--- src/rtl/odly_pkg.sv ---
package odly_pkg;

   // How the tap setting may be changed
   typedef enum logic [1:0] {
      DLY_FIXED = 2'd0,
      DLY_STEP  = 2'd1,
      DLY_LOAD  = 2'd2
   } dly_kind_e;

   // When a requested value becomes the active setting
   typedef enum logic [1:0] {
      UPD_NOW    = 2'd0,
      UPD_EDGE   = 2'd1,
      UPD_MANUAL = 2'd2
   } upd_policy_e;

endpackage

--- src/rtl/odly_edge_det.sv ---
module odly_edge_det (
   input  logic clk,
   input  logic rst_n,
   input  logic line_data,
   output logic line_edge
);

   logic line_q;

   always_ff @(posedge clk or negedge rst_n) begin
      if (!rst_n) line_q <= 1'b0;
      else        line_q <= line_data;
   end

   assign line_edge = line_data ^ line_q;

endmodule

--- src/rtl/odly_req_dec.sv ---
module odly_req_dec
   import odly_pkg::*;
#(
   parameter int          TAP_W  = 9,
   parameter dly_kind_e   KIND   = DLY_LOAD,
   parameter upd_policy_e POLICY = UPD_NOW
) (
   input  logic             hold_en,
   input  logic             ce,
   input  logic             inc,
   input  logic             load,
   input  logic [TAP_W-1:0] tap_in,
   input  logic [TAP_W-1:0] base,
   output logic             upd_vld,
   output logic [TAP_W-1:0] upd_val,
   output logic             commit
);

   localparam logic [TAP_W-1:0] TAP_TOP = '1;
   localparam logic [TAP_W-1:0] TAP_ONE = TAP_W'(1);

   logic [TAP_W-1:0] stepped;
   logic             man_commit;

   // Saturating one-tap move from the staging base
   always_comb begin
      if (inc) stepped = (base == TAP_TOP) ? base : base + TAP_ONE;
      else     stepped = (base == '0)      ? base : base - TAP_ONE;
   end

   generate
      if (POLICY == UPD_MANUAL) begin : g_man
         assign man_commit = load & ce & ~hold_en;
      end else begin : g_auto
         assign man_commit = 1'b0;
      end
   endgenerate

   generate
      if (KIND == DLY_FIXED) begin : g_fixed
         logic unused_fixed;
         assign unused_fixed = ^{ce, inc, load, tap_in, stepped, man_commit, hold_en};
         assign upd_vld = 1'b0;
         assign upd_val = base;
         assign commit  = 1'b0;
      end else if (KIND == DLY_STEP) begin : g_step
         logic unused_step;
         assign unused_step = ^tap_in;
         assign upd_vld = ce & ~hold_en & ~man_commit;
         assign upd_val = stepped;
         assign commit  = man_commit;
      end else begin : g_load
         assign upd_vld = (ce | load) & ~hold_en & ~man_commit;
         assign upd_val = load ? tap_in : stepped;
         assign commit  = man_commit;
      end
   endgenerate

endmodule

--- src/rtl/odly_tap_regs.sv ---
module odly_tap_regs
   import odly_pkg::*;
#(
   parameter int               TAP_W    = 9,
   parameter logic [TAP_W-1:0] INIT_VAL = '0,
   parameter upd_policy_e      POLICY   = UPD_NOW
) (
   input  logic             clk,
   input  logic             rst_n,
   input  logic             dly_rst,
   input  logic             hold_en,
   input  logic             upd_vld,
   input  logic [TAP_W-1:0] upd_val,
   input  logic             commit,
   input  logic             line_edge,
   output logic [TAP_W-1:0] act_q,
   output logic [TAP_W-1:0] pend_q
);

   generate
      if (POLICY == UPD_NOW) begin : g_now
         logic unused_now;
         assign unused_now = ^{hold_en, commit, line_edge};

         always_ff @(posedge clk or negedge rst_n) begin
            if (!rst_n)       act_q <= INIT_VAL;
            else if (dly_rst) act_q <= INIT_VAL;
            else if (upd_vld) act_q <= upd_val;
         end
         assign pend_q = act_q;
      end else begin : g_staged
         logic take;

         always_ff @(posedge clk or negedge rst_n) begin
            if (!rst_n)       pend_q <= INIT_VAL;
            else if (dly_rst) pend_q <= INIT_VAL;
            else if (upd_vld) pend_q <= upd_val;
         end

         if (POLICY == UPD_EDGE) begin : g_edge
            logic unused_edge;
            assign unused_edge = commit;
            assign take = line_edge & ~hold_en;
         end else begin : g_manual
            logic unused_man;
            assign unused_man = line_edge;
            assign take = commit;
         end

         always_ff @(posedge clk or negedge rst_n) begin
            if (!rst_n)       act_q <= INIT_VAL;
            else if (dly_rst) act_q <= INIT_VAL;
            else if (take)    act_q <= pend_q;
         end
      end
   endgenerate

endmodule

--- src/rtl/odly_tap_ctrl.sv ---
module odly_tap_ctrl
   import odly_pkg::*;
#(
   parameter int          TAP_W    = 9,
   parameter int          INIT_TAP = 0,
   parameter dly_kind_e   KIND     = DLY_LOAD,
   parameter upd_policy_e POLICY   = UPD_NOW
) (
   input  logic             clk,
   input  logic             rst_n,
   input  logic             dly_rst,
   input  logic             hold_en,
   input  logic             ce,
   input  logic             inc,
   input  logic             load,
   input  logic [TAP_W-1:0] tap_in,
   input  logic             line_data,
   output logic [TAP_W-1:0] tap_mon
);

   localparam int               TAP_MAX  = (1 << TAP_W) - 1;
   localparam int               INIT_SAT = (INIT_TAP > TAP_MAX) ? TAP_MAX : INIT_TAP;
   localparam logic [TAP_W-1:0] INIT_VAL = INIT_SAT[TAP_W-1:0];

   generate
      if (TAP_W < 2 || TAP_W > 16) begin : g_bad_width
         $error("odly_tap_ctrl: TAP_W must lie in 2..16");
      end
      if (INIT_TAP < 0) begin : g_bad_init
         $error("odly_tap_ctrl: INIT_TAP must not be negative");
      end
   endgenerate

   logic             upd_vld;
   logic [TAP_W-1:0] upd_val;
   logic             commit;
   logic             line_edge;
   logic [TAP_W-1:0] act_q;
   logic [TAP_W-1:0] pend_q;

   odly_edge_det u_edge (
      .clk       (clk),
      .rst_n     (rst_n),
      .line_data (line_data),
      .line_edge (line_edge)
   );

   odly_req_dec #(
      .TAP_W  (TAP_W),
      .KIND   (KIND),
      .POLICY (POLICY)
   ) u_dec (
      .hold_en (hold_en),
      .ce      (ce),
      .inc     (inc),
      .load    (load),
      .tap_in  (tap_in),
      .base    (pend_q),
      .upd_vld (upd_vld),
      .upd_val (upd_val),
      .commit  (commit)
   );

   odly_tap_regs #(
      .TAP_W    (TAP_W),
      .INIT_VAL (INIT_VAL),
      .POLICY   (POLICY)
   ) u_regs (
      .clk       (clk),
      .rst_n     (rst_n),
      .dly_rst   (dly_rst),
      .hold_en   (hold_en),
      .upd_vld   (upd_vld),
      .upd_val   (upd_val),
      .commit    (commit),
      .line_edge (line_edge),
      .act_q     (act_q),
      .pend_q    (pend_q)
   );

   assign tap_mon = act_q;

endmodule

--- config.mk ---
export PLATFORM = sky130hd
export DESIGN_NAME = odly_tap_ctrl
export DESIGN_NICKNAME = d
export VERILOG_FILES = /design/src/rtl/odly_pkg.sv /design/src/rtl/odly_edge_det.sv /design/src/rtl/odly_req_dec.sv /design/src/rtl/odly_tap_regs.sv /design/src/rtl/odly_tap_ctrl.sv
export SDC_FILE = /design/constraint.sdc
export NUM_CORES = 1
export LEC_CHECK = 0
export BUFFER_PORTS_ARGS = -buffer_cell sky130_fd_sc_hd__buf_2
export CAP_MARGIN = 15
export CELL_PAD_IN_SITES_DETAIL_PLACEMENT = 2
export CELL_PAD_IN_SITES_GLOBAL_PLACEMENT = 2
export CORE_UTILIZATION = 30
export CTS_BUF_LIST = sky130_fd_sc_hd__clkbuf_8
export DETAILED_ROUTE_END_ITERATION = 6
export HOLD_SLACK_MARGIN = 0.15
export PLACE_DENSITY = 0.8
export SKIP_LAST_GASP = 1
export SYNTH_ARGS = -nofsm -noshare
export SYNTH_HDL_FRONTEND = slang
export SYNTH_SLANG_ARGS = --single-unit
export TNS_END_PERCENT = 100
--- constraint.sdc ---
create_clock -name clk -period 2.4 [get_ports clk]
set_clock_uncertainty 0.2 [all_clocks]
set_input_delay 0.48 -clock clk [delete_from_list [all_inputs] [get_ports clk]]
set_output_delay 0.48 -clock clk [all_outputs]
set_load 0.02 [all_outputs]
==> flow_summary.toml, run 1 <==
[outcome]
status = "finished, violations left"
violations = "setup timing"

[floorplanning]
start_util_pct = 31.7
die-area_mm2 = 0.00313
ios = 26
core_area_mm2 = 0.00276
chipHeight_um = 56.0
chipWidth_um = 56.0
core.rowCount = 19

[sta]
worst_pin_slew_ns = 0.730
period_minus_slack_ns = 2.40
fin_crit_sh_pct = 100
rsz0062_at_grt = "yes"
layout_setup_ws_ns = -0.00199
maxSlewViolCount = 0
setup_violations = 1
finalHoldViolations = 0
fmax_mhz = 416
slew_headroom_pct = 50.9

[pwr]
power_density_mw_per_mm2 = 537
leakage_nw = 0.594
finalPower_mw = 0.633
ir_worst_vdd_mv = 0.394

[worst_setup_path]
critPathTopFamily = "compound AO/OA/AOI/OAI gates"
crit_path_end_kind = "register"
path_cells = "buf_2 -> inv_1 -> fa_2 -> a211oi_2 -> o211a_1 -> nor3_1 -> or3b_1 -> a221oi_2"
reg2reg_to = "u_regs.act_q[8]"
critPathMaxStageDelay_ns = 0.44
r2r.worst_path.cells = 6
crit_path_start_kind = "primary input"
worst_ep_arrival_time_ns = 2.35
crit_buf_inv = 2
critPathKind = "primary input to register"
cp-startpoint = "inc"
r2r_slack_ns = 0.07
critPathRequiredTime_ns = 2.35
r2r-start = "u_regs.act_q[1]"
crit_slowest_cell = "fa_2"
crit_cells = 8
crit_fanout = 7
endpoint = "u_regs.act_q[8]"

[finish]
antennaDiodeCount = 0
final_cell_mix = "buf_2 (24), buf_4 (15), dfrtp_1 (9)"
final_common_cell = "buf_2"
largest_reg_flops = 9
reg.largest.list = "u_regs.act_q (9)"
largest-register = "u_regs.act_q"
area_growth_pct = 35.0
stdcell_count = 167
final_util_pct = 42.7
final_nets = 162
drive_gt1_share_pct = 36.0

[detailed_routing]
dr.pass1.iters = 3
wl_per_cell_um = 16.6
ant_nets = 0
wirelength_um = 2780
drtIter0Drc = 21
dr_total_vias = 912
drc = 0
via_per_inst = 5.46

[grt]
gr-usage-all-layers_pct = 20.0
grt_first_pass_wirelength_um = 4790
grt_max_degree = 16
antenna_found_initial = 0
grt-ovfl-total = 0
grt_pass1_vias = 994

[clock_network]
cts_buffers = 3
cts_buffer_depth = 2
clk_latency_ns = 0.24
clk_pin_slew_ns = 0.04
h-tree-depth = 1
clockRootBuffer = "clkbuf_8"
cts.sinks = 9
cts_tree = "built"
post_cts_buffers = 0

[logic_synthesis]
synth-edff-count = 0
ys.flop_type = "dfrtp_1"
yosys_warnings = 0
syn_area_per_cell_um2 = 9.29
synth.distinct_cells = 39
syn_inst = 94
synth_seq_cells = 9
async_flop_share_pct = 100
netlist_area_um2 = 873
yosysSeqAreaShare_pct = 25.8
syn_nets = 119

[placement]
numPortBuffers = 24
gp_congestion = 0.759
dp_cells = 162
pre_cts_ws_ns = -0.267
dp_hpwl_um = 2280

[min_path]
hold_path.class = "primary input to register"

[flow_run]
drv_cap = 0
[cells by family after synthesis]
kind of cell | Yosys count | synth area share (%)
flip-flops | 9 | 25.8
XOR/XNOR | 5 | 5.02
buffers and inverters | 5 | 4.01
multiplexers | 3 | 3.58
AO/OA/AOI/OAI | 37 | 32.2
AND/OR/NAND/NOR | 27 | 17.1
adder cells (fa/ha/maj) | 8 | 12.3
[final cells by class]
class / count / area [µm²]
Clock buffer: 3 / 41.3
Clock inverter: 1 / 3.75
Fill cell: 314 / 1580
Inverter: 3 / 11.3
Multi-Input combinational cell: 80 / 616
Sequential cell: 9 / 225
Tap cell: 31 / 38.8
Timing Repair Buffer: 40 / 243
[worst min path at each step]
stage                     startpoint  cells after the start               to  slack [ns]
after floorplan                rst_n                      0  u_regs.act_q[0]       -0.02
after global placement         rst_n                      1  u_regs.act_q[8]        0.13
after CTS                    dly_rst                      2  u_regs.act_q[8]        0.26
after global routing         dly_rst                      2  u_regs.act_q[8]        0.27
after detailed placement       rst_n                      1  u_regs.act_q[8]        0.14
final                        dly_rst                      2  u_regs.act_q[8]        0.27
[report_power, final]
| part | internal [mW] | total, mW | switching, mW |
|---|---|---|---|
| sequential | 0.166 | 0.188 | 0.0221 |
| combinational | 0.129 | 0.270 | 0.141 |
| clock | 0.112 | 0.174 | 0.0627 |
[through the flow]
step,hold WS (ns),instance area [µm²],setup TNS (ns)
after global placement,0.131,1120,-0.392
after floorplan,-0.0156,873,0
after CTS,0.264,1180,0
after global routing,0.273,1180,-0.170
after detailed placement,0.139,1120,-0.777
final,0.266,1180,-0.00199
[routing by layer]
layer  GRT usage (%)  vias up  routed length, µm
met2            33.0       13               1360
met4            9.41        0                 58
met5               0        -                  0
li1                -      452                  -
met1            26.2      442               1300
met3            2.09        5                 61
[synthesized netlist by cell type, types with 2 or more instances]
master,number,area (µm²)
nand2_1,7,26.3
nor2_1,3,11.3
nor4b_1,2,17.5
nand4_1,2,12.5
xnor2_1,3,26.3
nor3_1,4,20.0
ha_1,7,87.6
o21ai_0,6,30.0
xor2_1,2,17.5
mux2i_1,2,20.0
inv_1,3,11.3
dfrtp_1,9,225
a211oi_1,2,15.0
nor4_1,3,18.8
a211o_1,2,17.5
a22o_1,7,61.3
a21oi_1,6,30.0
a21o_1,3,22.5
[worst register-to-register path: stages, from the launching register on]
cell      delay (ns)
dfrtp_1         0.45
fa_2            0.39
a211oi_2        0.32
o211a_1         0.24
nor3_1          0.06
or3b_1          0.36
a221oi_2        0.23
[repair_timing]
item,4_1_cts,5_1_grt
gates cloned,0,0
pin swaps,1,0
resized for setup,1,0
hold buffers,1,0
endpoints found under the setup margin,1,4
hold endpoints to repair,9,0
Power figures use the tool's default switching activity.
==> run 2: changes to the inputs <==
--- a/config.mk
+++ b/config.mk
@@ -5,17 +5,19 @@
 export SDC_FILE = /design/constraint.sdc
 export NUM_CORES = 1
 export LEC_CHECK = 0
+export ABC_AREA = 1
 export BUFFER_PORTS_ARGS = -buffer_cell sky130_fd_sc_hd__buf_2
 export CAP_MARGIN = 15
 export CELL_PAD_IN_SITES_DETAIL_PLACEMENT = 2
 export CELL_PAD_IN_SITES_GLOBAL_PLACEMENT = 2
-export CORE_UTILIZATION = 30
+export CORE_UTILIZATION = 29
 export CTS_BUF_LIST = sky130_fd_sc_hd__clkbuf_8
 export DETAILED_ROUTE_END_ITERATION = 6
 export HOLD_SLACK_MARGIN = 0.15
-export PLACE_DENSITY = 0.8
+export PLACE_DENSITY = 0.83
 export SKIP_LAST_GASP = 1
 export SYNTH_ARGS = -nofsm -noshare
 export SYNTH_HDL_FRONTEND = slang
+export SYNTH_HIERARCHICAL = 1
 export SYNTH_SLANG_ARGS = --single-unit
 export TNS_END_PERCENT = 100
==> flow_summary.toml, run 2 <==
[sta]
finalSetupTns_ns = 0
setup_violations = 0
fmax_mhz = 466
finalHoldViolations = 0
slew_headroom_pct = 74.7
period_minus_slack_ns = 2.15
fin_crit_sh_pct = 89.5
rsz0062_at_grt = "no"
worst_pin_slew_ns = 0.380
maxSlewViolCount = 0

[pwr]
leakage_nw = 0.701
power_density_mw_per_mm2 = 477
ir_worst_vdd_mv = 0.306

[grt]
grt_first_pass_wirelength_um = 6750
grt_pass1_vias = 1426
gr-usage-all-layers_pct = 21.8
antenna_found_initial = 0
grt-ovfl-total = 0
grt_max_degree = 14

[floorplanning]
core.rowCount = 22
chipHeight_um = 63.7
start_util_pct = 30.2
die-area_mm2 = 0.00406
chipWidth_um = 63.7
ios = 26
core_area_mm2 = 0.00366

[clock_network]
clockRootBuffer = "clkbuf_8"
cts_buffers = 3
cts_tree = "built"
clk_pin_slew_ns = 0.05
cts_resized = 0
clk_latency_ns = 0.23
cts_buffer_depth = 2
h-tree-depth = 1
cts.sinks = 9

[worst_setup_path]
crit_fanout = 8
critPathKind = "register to register"
critPathRequiredTime_ns = 2.31
crit_path_start_kind = "register"
worst_ep_arrival_time_ns = 2.06
crit_path_end_kind = "register"

[finish]
largest_reg_flops = 9
drive_gt1_share_pct = 19.9
antennaDiodeCount = 0
area_growth_pct = 12.7
fin_area_mm2 = 0.00124
final_nets = 221
reg.largest.list = "u_regs/act_q (9)"
final_cell_mix = "nand2_1 (78), nand3_1 (30), buf_2 (24), inv_1 (14), nor2_1 (13)"
final_common_cell = "nand2_1"
largest-register = "u_regs/act_q"

[detailed_routing]
dr_total_vias = 1265
drtIter0Drc = 24
dr.pass1.iters = 4
wl_per_cell_um = 15.8
via_per_inst = 5.08
drc = 0
ant_nets = 0
wirelength_um = 3930

[placement]
numPortBuffers = 24
gp_congestion = 0.794
place_area_mm2 = 0.00119
dp_hpwl_um = 2990

[logic_synthesis]
syn_inst = 184
netlist_area_mm2 = 0.00110
syn_nets = 203
yosys_warnings = 6
syn_area_per_cell_um2 = 6.00

[outcome]
status = "complete, no violations"

[min_path]
hold_path.class = "primary input to register"

[flow_run]
drv_cap = 0
-- run 2: cell types whose count changed in the layout (fill, tap and decap cells not counted), sizes merged, moves of 6 or more --
cell | previous run | this run
a21oi | 7 | 1
nor2 | 3 | 17
inv | 4 | 16
nand2 | 7 | 81
nand3 | 1 | 33
buf | 39 | 25
a22o | 7 | 1
-- run 2: worst max-delay path, stage by stage, from the launching register on --
cell and delay (ns):
dfrtp_1 0.44, inv_1 0.18, ha_1 0.29, nand2_1 0.08
nor2_1 0.16, nand3_4 0.16, nand3_1 0.11, nand2_1 0.09
nand2_1 0.07, nand2_1 0.06, nand3_1 0.10, nand2_1 0.08
-- run 2: stage by stage --
step | utilization (%) | hold WS, ns | cells | total power, mW | worst slack (ns)
6_report | 34.0 | 0.404 | 249 | 0.594 | 0.253
5_1_grt | 34.0 | 0.420 | 249 | 0.643 | 0.105
4_1_cts | 34.0 | 0.410 | 249 | 0.604 | 0.246
3_5_place_dp | 32.5 | 0.147 | 244 | 0.423 | 0.288
3_3_place_gp | 32.5 | 0.147 | 244 | 0.405 | 0.384
2_1_floorplan | - | -0.0156 | 184 | 0.363 | 0.415
-- run 2: power breakdown --
group	internal, mW	switching [mW]
sequential	0.161	0.0239
combinational	0.0841	0.153
clock	0.111	0.0606
-- run 2: cell type report --
class                      count  area [µm²]
timing repair buffer          26         138
tap                           48        60.1
clock buffer                   3        41.3
fill                         478        2420
clock inverter                 1        3.75
inverter                      16        60.1
sequential                     9         225
multi-input combinational    146         717
-- run 2: final timing paths --
| path | startpoint | end | slack (ns) | cells past startpoint |
|---|---|---|---|---|
| max in group asynchronous | rst_n | u_regs/act_q[8] | 1.35 | 2 |
| worst min register to register | u_regs/act_q[0] | u_regs/act_q[0] | 0.41 | 2 |
| worst max-delay path | u_regs/act_q[0] | u_regs/act_q[6] | 0.25 | 11 |
| min in group asynchronous | rst_n | u_regs/act_q[3] | 0.45 | 2 |
| worst min-delay path | dly_rst | u_regs/act_q[3] | 0.40 | 4 |
| worst max register to register | u_regs/act_q[0] | u_regs/act_q[6] | 0.25 | 11 |
-- run 2: metal layers --
layer,global-route usage (%),part of all wire (%)
met2,41.4,55
met1,24.3,42
met4,8.24,1.1
met3,2.36,2.4
met5,0,0
-- run 2: timing repair --
item                                   4_1_cts  5_1_grt
endpoints found under the hold margin        9        0
hold buffers                                 1        0
buffers inserted                             0        0
==> run 3: changes to the inputs <==
--- a/config.mk
+++ b/config.mk
@@ -14,7 +14,8 @@
 export CTS_BUF_LIST = sky130_fd_sc_hd__clkbuf_8
 export DETAILED_ROUTE_END_ITERATION = 6
 export HOLD_SLACK_MARGIN = 0.15
-export PLACE_DENSITY = 0.83
+export MAX_ROUTING_LAYER = met4
+export PLACE_DENSITY_LB_ADDON = 0.1
 export SKIP_LAST_GASP = 1
 export SYNTH_ARGS = -nofsm -noshare
 export SYNTH_HDL_FRONTEND = slang
==> flow_summary.toml, run 3 (synthesized netlist as in run 2, its figures left out) <==
[finish]
drive_gt1_share_pct = 19.9
stdcell_count = 249
largest-register = "u_regs/act_q"
final_nets = 221
final_common_cell = "nand2_1"
antennaDiodeCount = 0
reg.largest.list = "u_regs/act_q (9)"
final_cell_mix = "nand2_1 (78), nand3_1 (30), buf_2 (24), inv_1 (14), nor2_1 (13)"
largest_reg_flops = 9
fin_area_mm2 = 0.00124
area_growth_pct = 12.7
fillCellCount = 480

[worst_setup_path]
crit_path_end_kind = "register"
critPathTopFamily = "simple AND/OR/NAND/NOR gates"
crit_buf_inv = 1
worst_ep_arrival_time_ns = 2.03
critPathRequiredTime_ns = 2.32
crit_fanout = 8
crit_top_cell = "nand2_1"
critPathKind = "register to register"
path_cells = "inv_1 -> ha_1 -> nand2_1 -> nor2_1 -> nand3_4 -> nand3_1 -> nand2_1 -> nand2_1 -> nand2_1 -> nand3_1 -> nand2_1"
critPathMaxStageDelay_ns = 0.44
crit_path_start_kind = "register"
crit_slowest_cell = "dfrtp_1"

[grt]
gr-usage-all-layers_pct = 21.5
grt_pass1_vias = 1352
antenna_found_initial = 0
grt_max_degree = 14
grt-ovfl-total = 0
grt_first_pass_wirelength_um = 6620

[pwr]
finalPower_mw = 0.593
leakage_nw = 0.701
ir_worst_vdd_mv = 0.277
power_density_mw_per_mm2 = 476

[placement]
pre_cts_ws_ns = 0.284
place_area_mm2 = 0.00119
gp_congestion = 0.733
dp_hpwl_um = 3040
numPortBuffers = 24
dp_cells = 244

[clock_network]
cts_buffer_depth = 2
cts_buffers = 3
clk_pin_slew_ns = 0.05
cts.sinks = 9
clockRootBuffer = "clkbuf_8"
cts_resized = 0
h-tree-depth = 1
post_cts_buffers = 0
clk_latency_ns = 0.23
cts_tree = "built"

[sta]
setup_violations = 0
slew_headroom_pct = 75.7
finalSetupTns_ns = 0
fmax_mhz = 473
fin_crit_sh_pct = 88.0
finalHoldViolations = 0
layout_setup_ws_ns = 0.287
period_minus_slack_ns = 2.11
worst_pin_slew_ns = 0.365
maxSlewViolCount = 0
rsz0062_at_grt = "no"

[floorplanning]
start_util_pct = 30.2
chipHeight_um = 63.7
core_area_mm2 = 0.00366
die-area_mm2 = 0.00406
ios = 26
chipWidth_um = 63.7
core.rowCount = 22

[detailed_routing]
ant_nets = 0
dr.pass1.iters = 4
via_per_inst = 4.92
wl_per_cell_um = 15.2
drtIter0Drc = 49
wirelength_um = 3780
dr_total_vias = 1225
drc = 0

[outcome]
status = "complete, no violations"

[flow_run]
drv_cap = 0

[min_path]
hold_path.class = "primary input to register"
[run 3: power by group]
| part | internal (mW) | switching, mW | total, mW |
|---|---|---|---|
| Clock | 0.112 | 0.0613 | 0.173 |
| Combinational | 0.0839 | 0.151 | 0.234 |
| Sequential | 0.161 | 0.0241 | 0.185 |
| Total | 0.357 | 0.236 | 0.593 |
[run 3: final cells by class]
class                      count  area [µm²]  share of cell area (%)
clock buffer                   3        41.3                    3.32
clock inverter                 1        3.75                   0.302
inverter                      16        60.1                    4.82
multi-input combinational    146         717                    57.6
sequential                     9         225                    18.1
tap                           48        60.1                    4.82
timing repair buffer          26         138                    11.1
[run 3: final timing paths]
kind | from | end | slack, ns | cells past startpoint
worst max-delay path | u_regs/act_q[0] | u_regs/act_q[6] | 0.29 | 11
worst min-delay path | tap_in[1] | u_regs/act_q[1] | 0.39 | 5
worst max register to register | u_regs/act_q[0] | u_regs/act_q[6] | 0.29 | 11
worst min register to register | u_regs/act_q[1] | u_regs/act_q[1] | 0.40 | 2
max in group asynchronous | rst_n | u_regs/act_q[8] | 1.37 | 2
min in group asynchronous | rst_n | u_regs/act_q[3] | 0.44 | 2
[run 3: through the flow]
stage,hold WS (ns),util (%)
CTS,0.390,34.0
global route,0.414,34.0
finish,0.387,34.0
detailed placement,0.152,32.5
floorplan,-0.0156,-
global placement,0.146,32.5
[run 3: routing by layer]
layer	track usage, %	up-vias	part of all wire, %
met5	-	-	0
met4	4.83	0	0.16
met3	1.09	2	1.4
met2	37.2	15	51
met1	27.4	603	48
li1	-	605	-
[run 3: what timing repair did]
item | in CTS | in global routing
endpoints found under the setup margin | 0 | 0
hold buffers | 1 | 0
hold endpoints to repair | 9 | 0
[run 3: worst register-to-register path, stage by stage, from the launching register on]
cell     delay (ns)
dfrtp_1        0.44
inv_1          0.18
ha_1           0.29
nand2_1        0.08
nor2_1         0.16
nand3_4        0.16
nand3_1        0.12
nand2_1        0.09
nand2_1        0.07
nand2_1        0.05
nand3_1        0.10
nand2_1        0.06
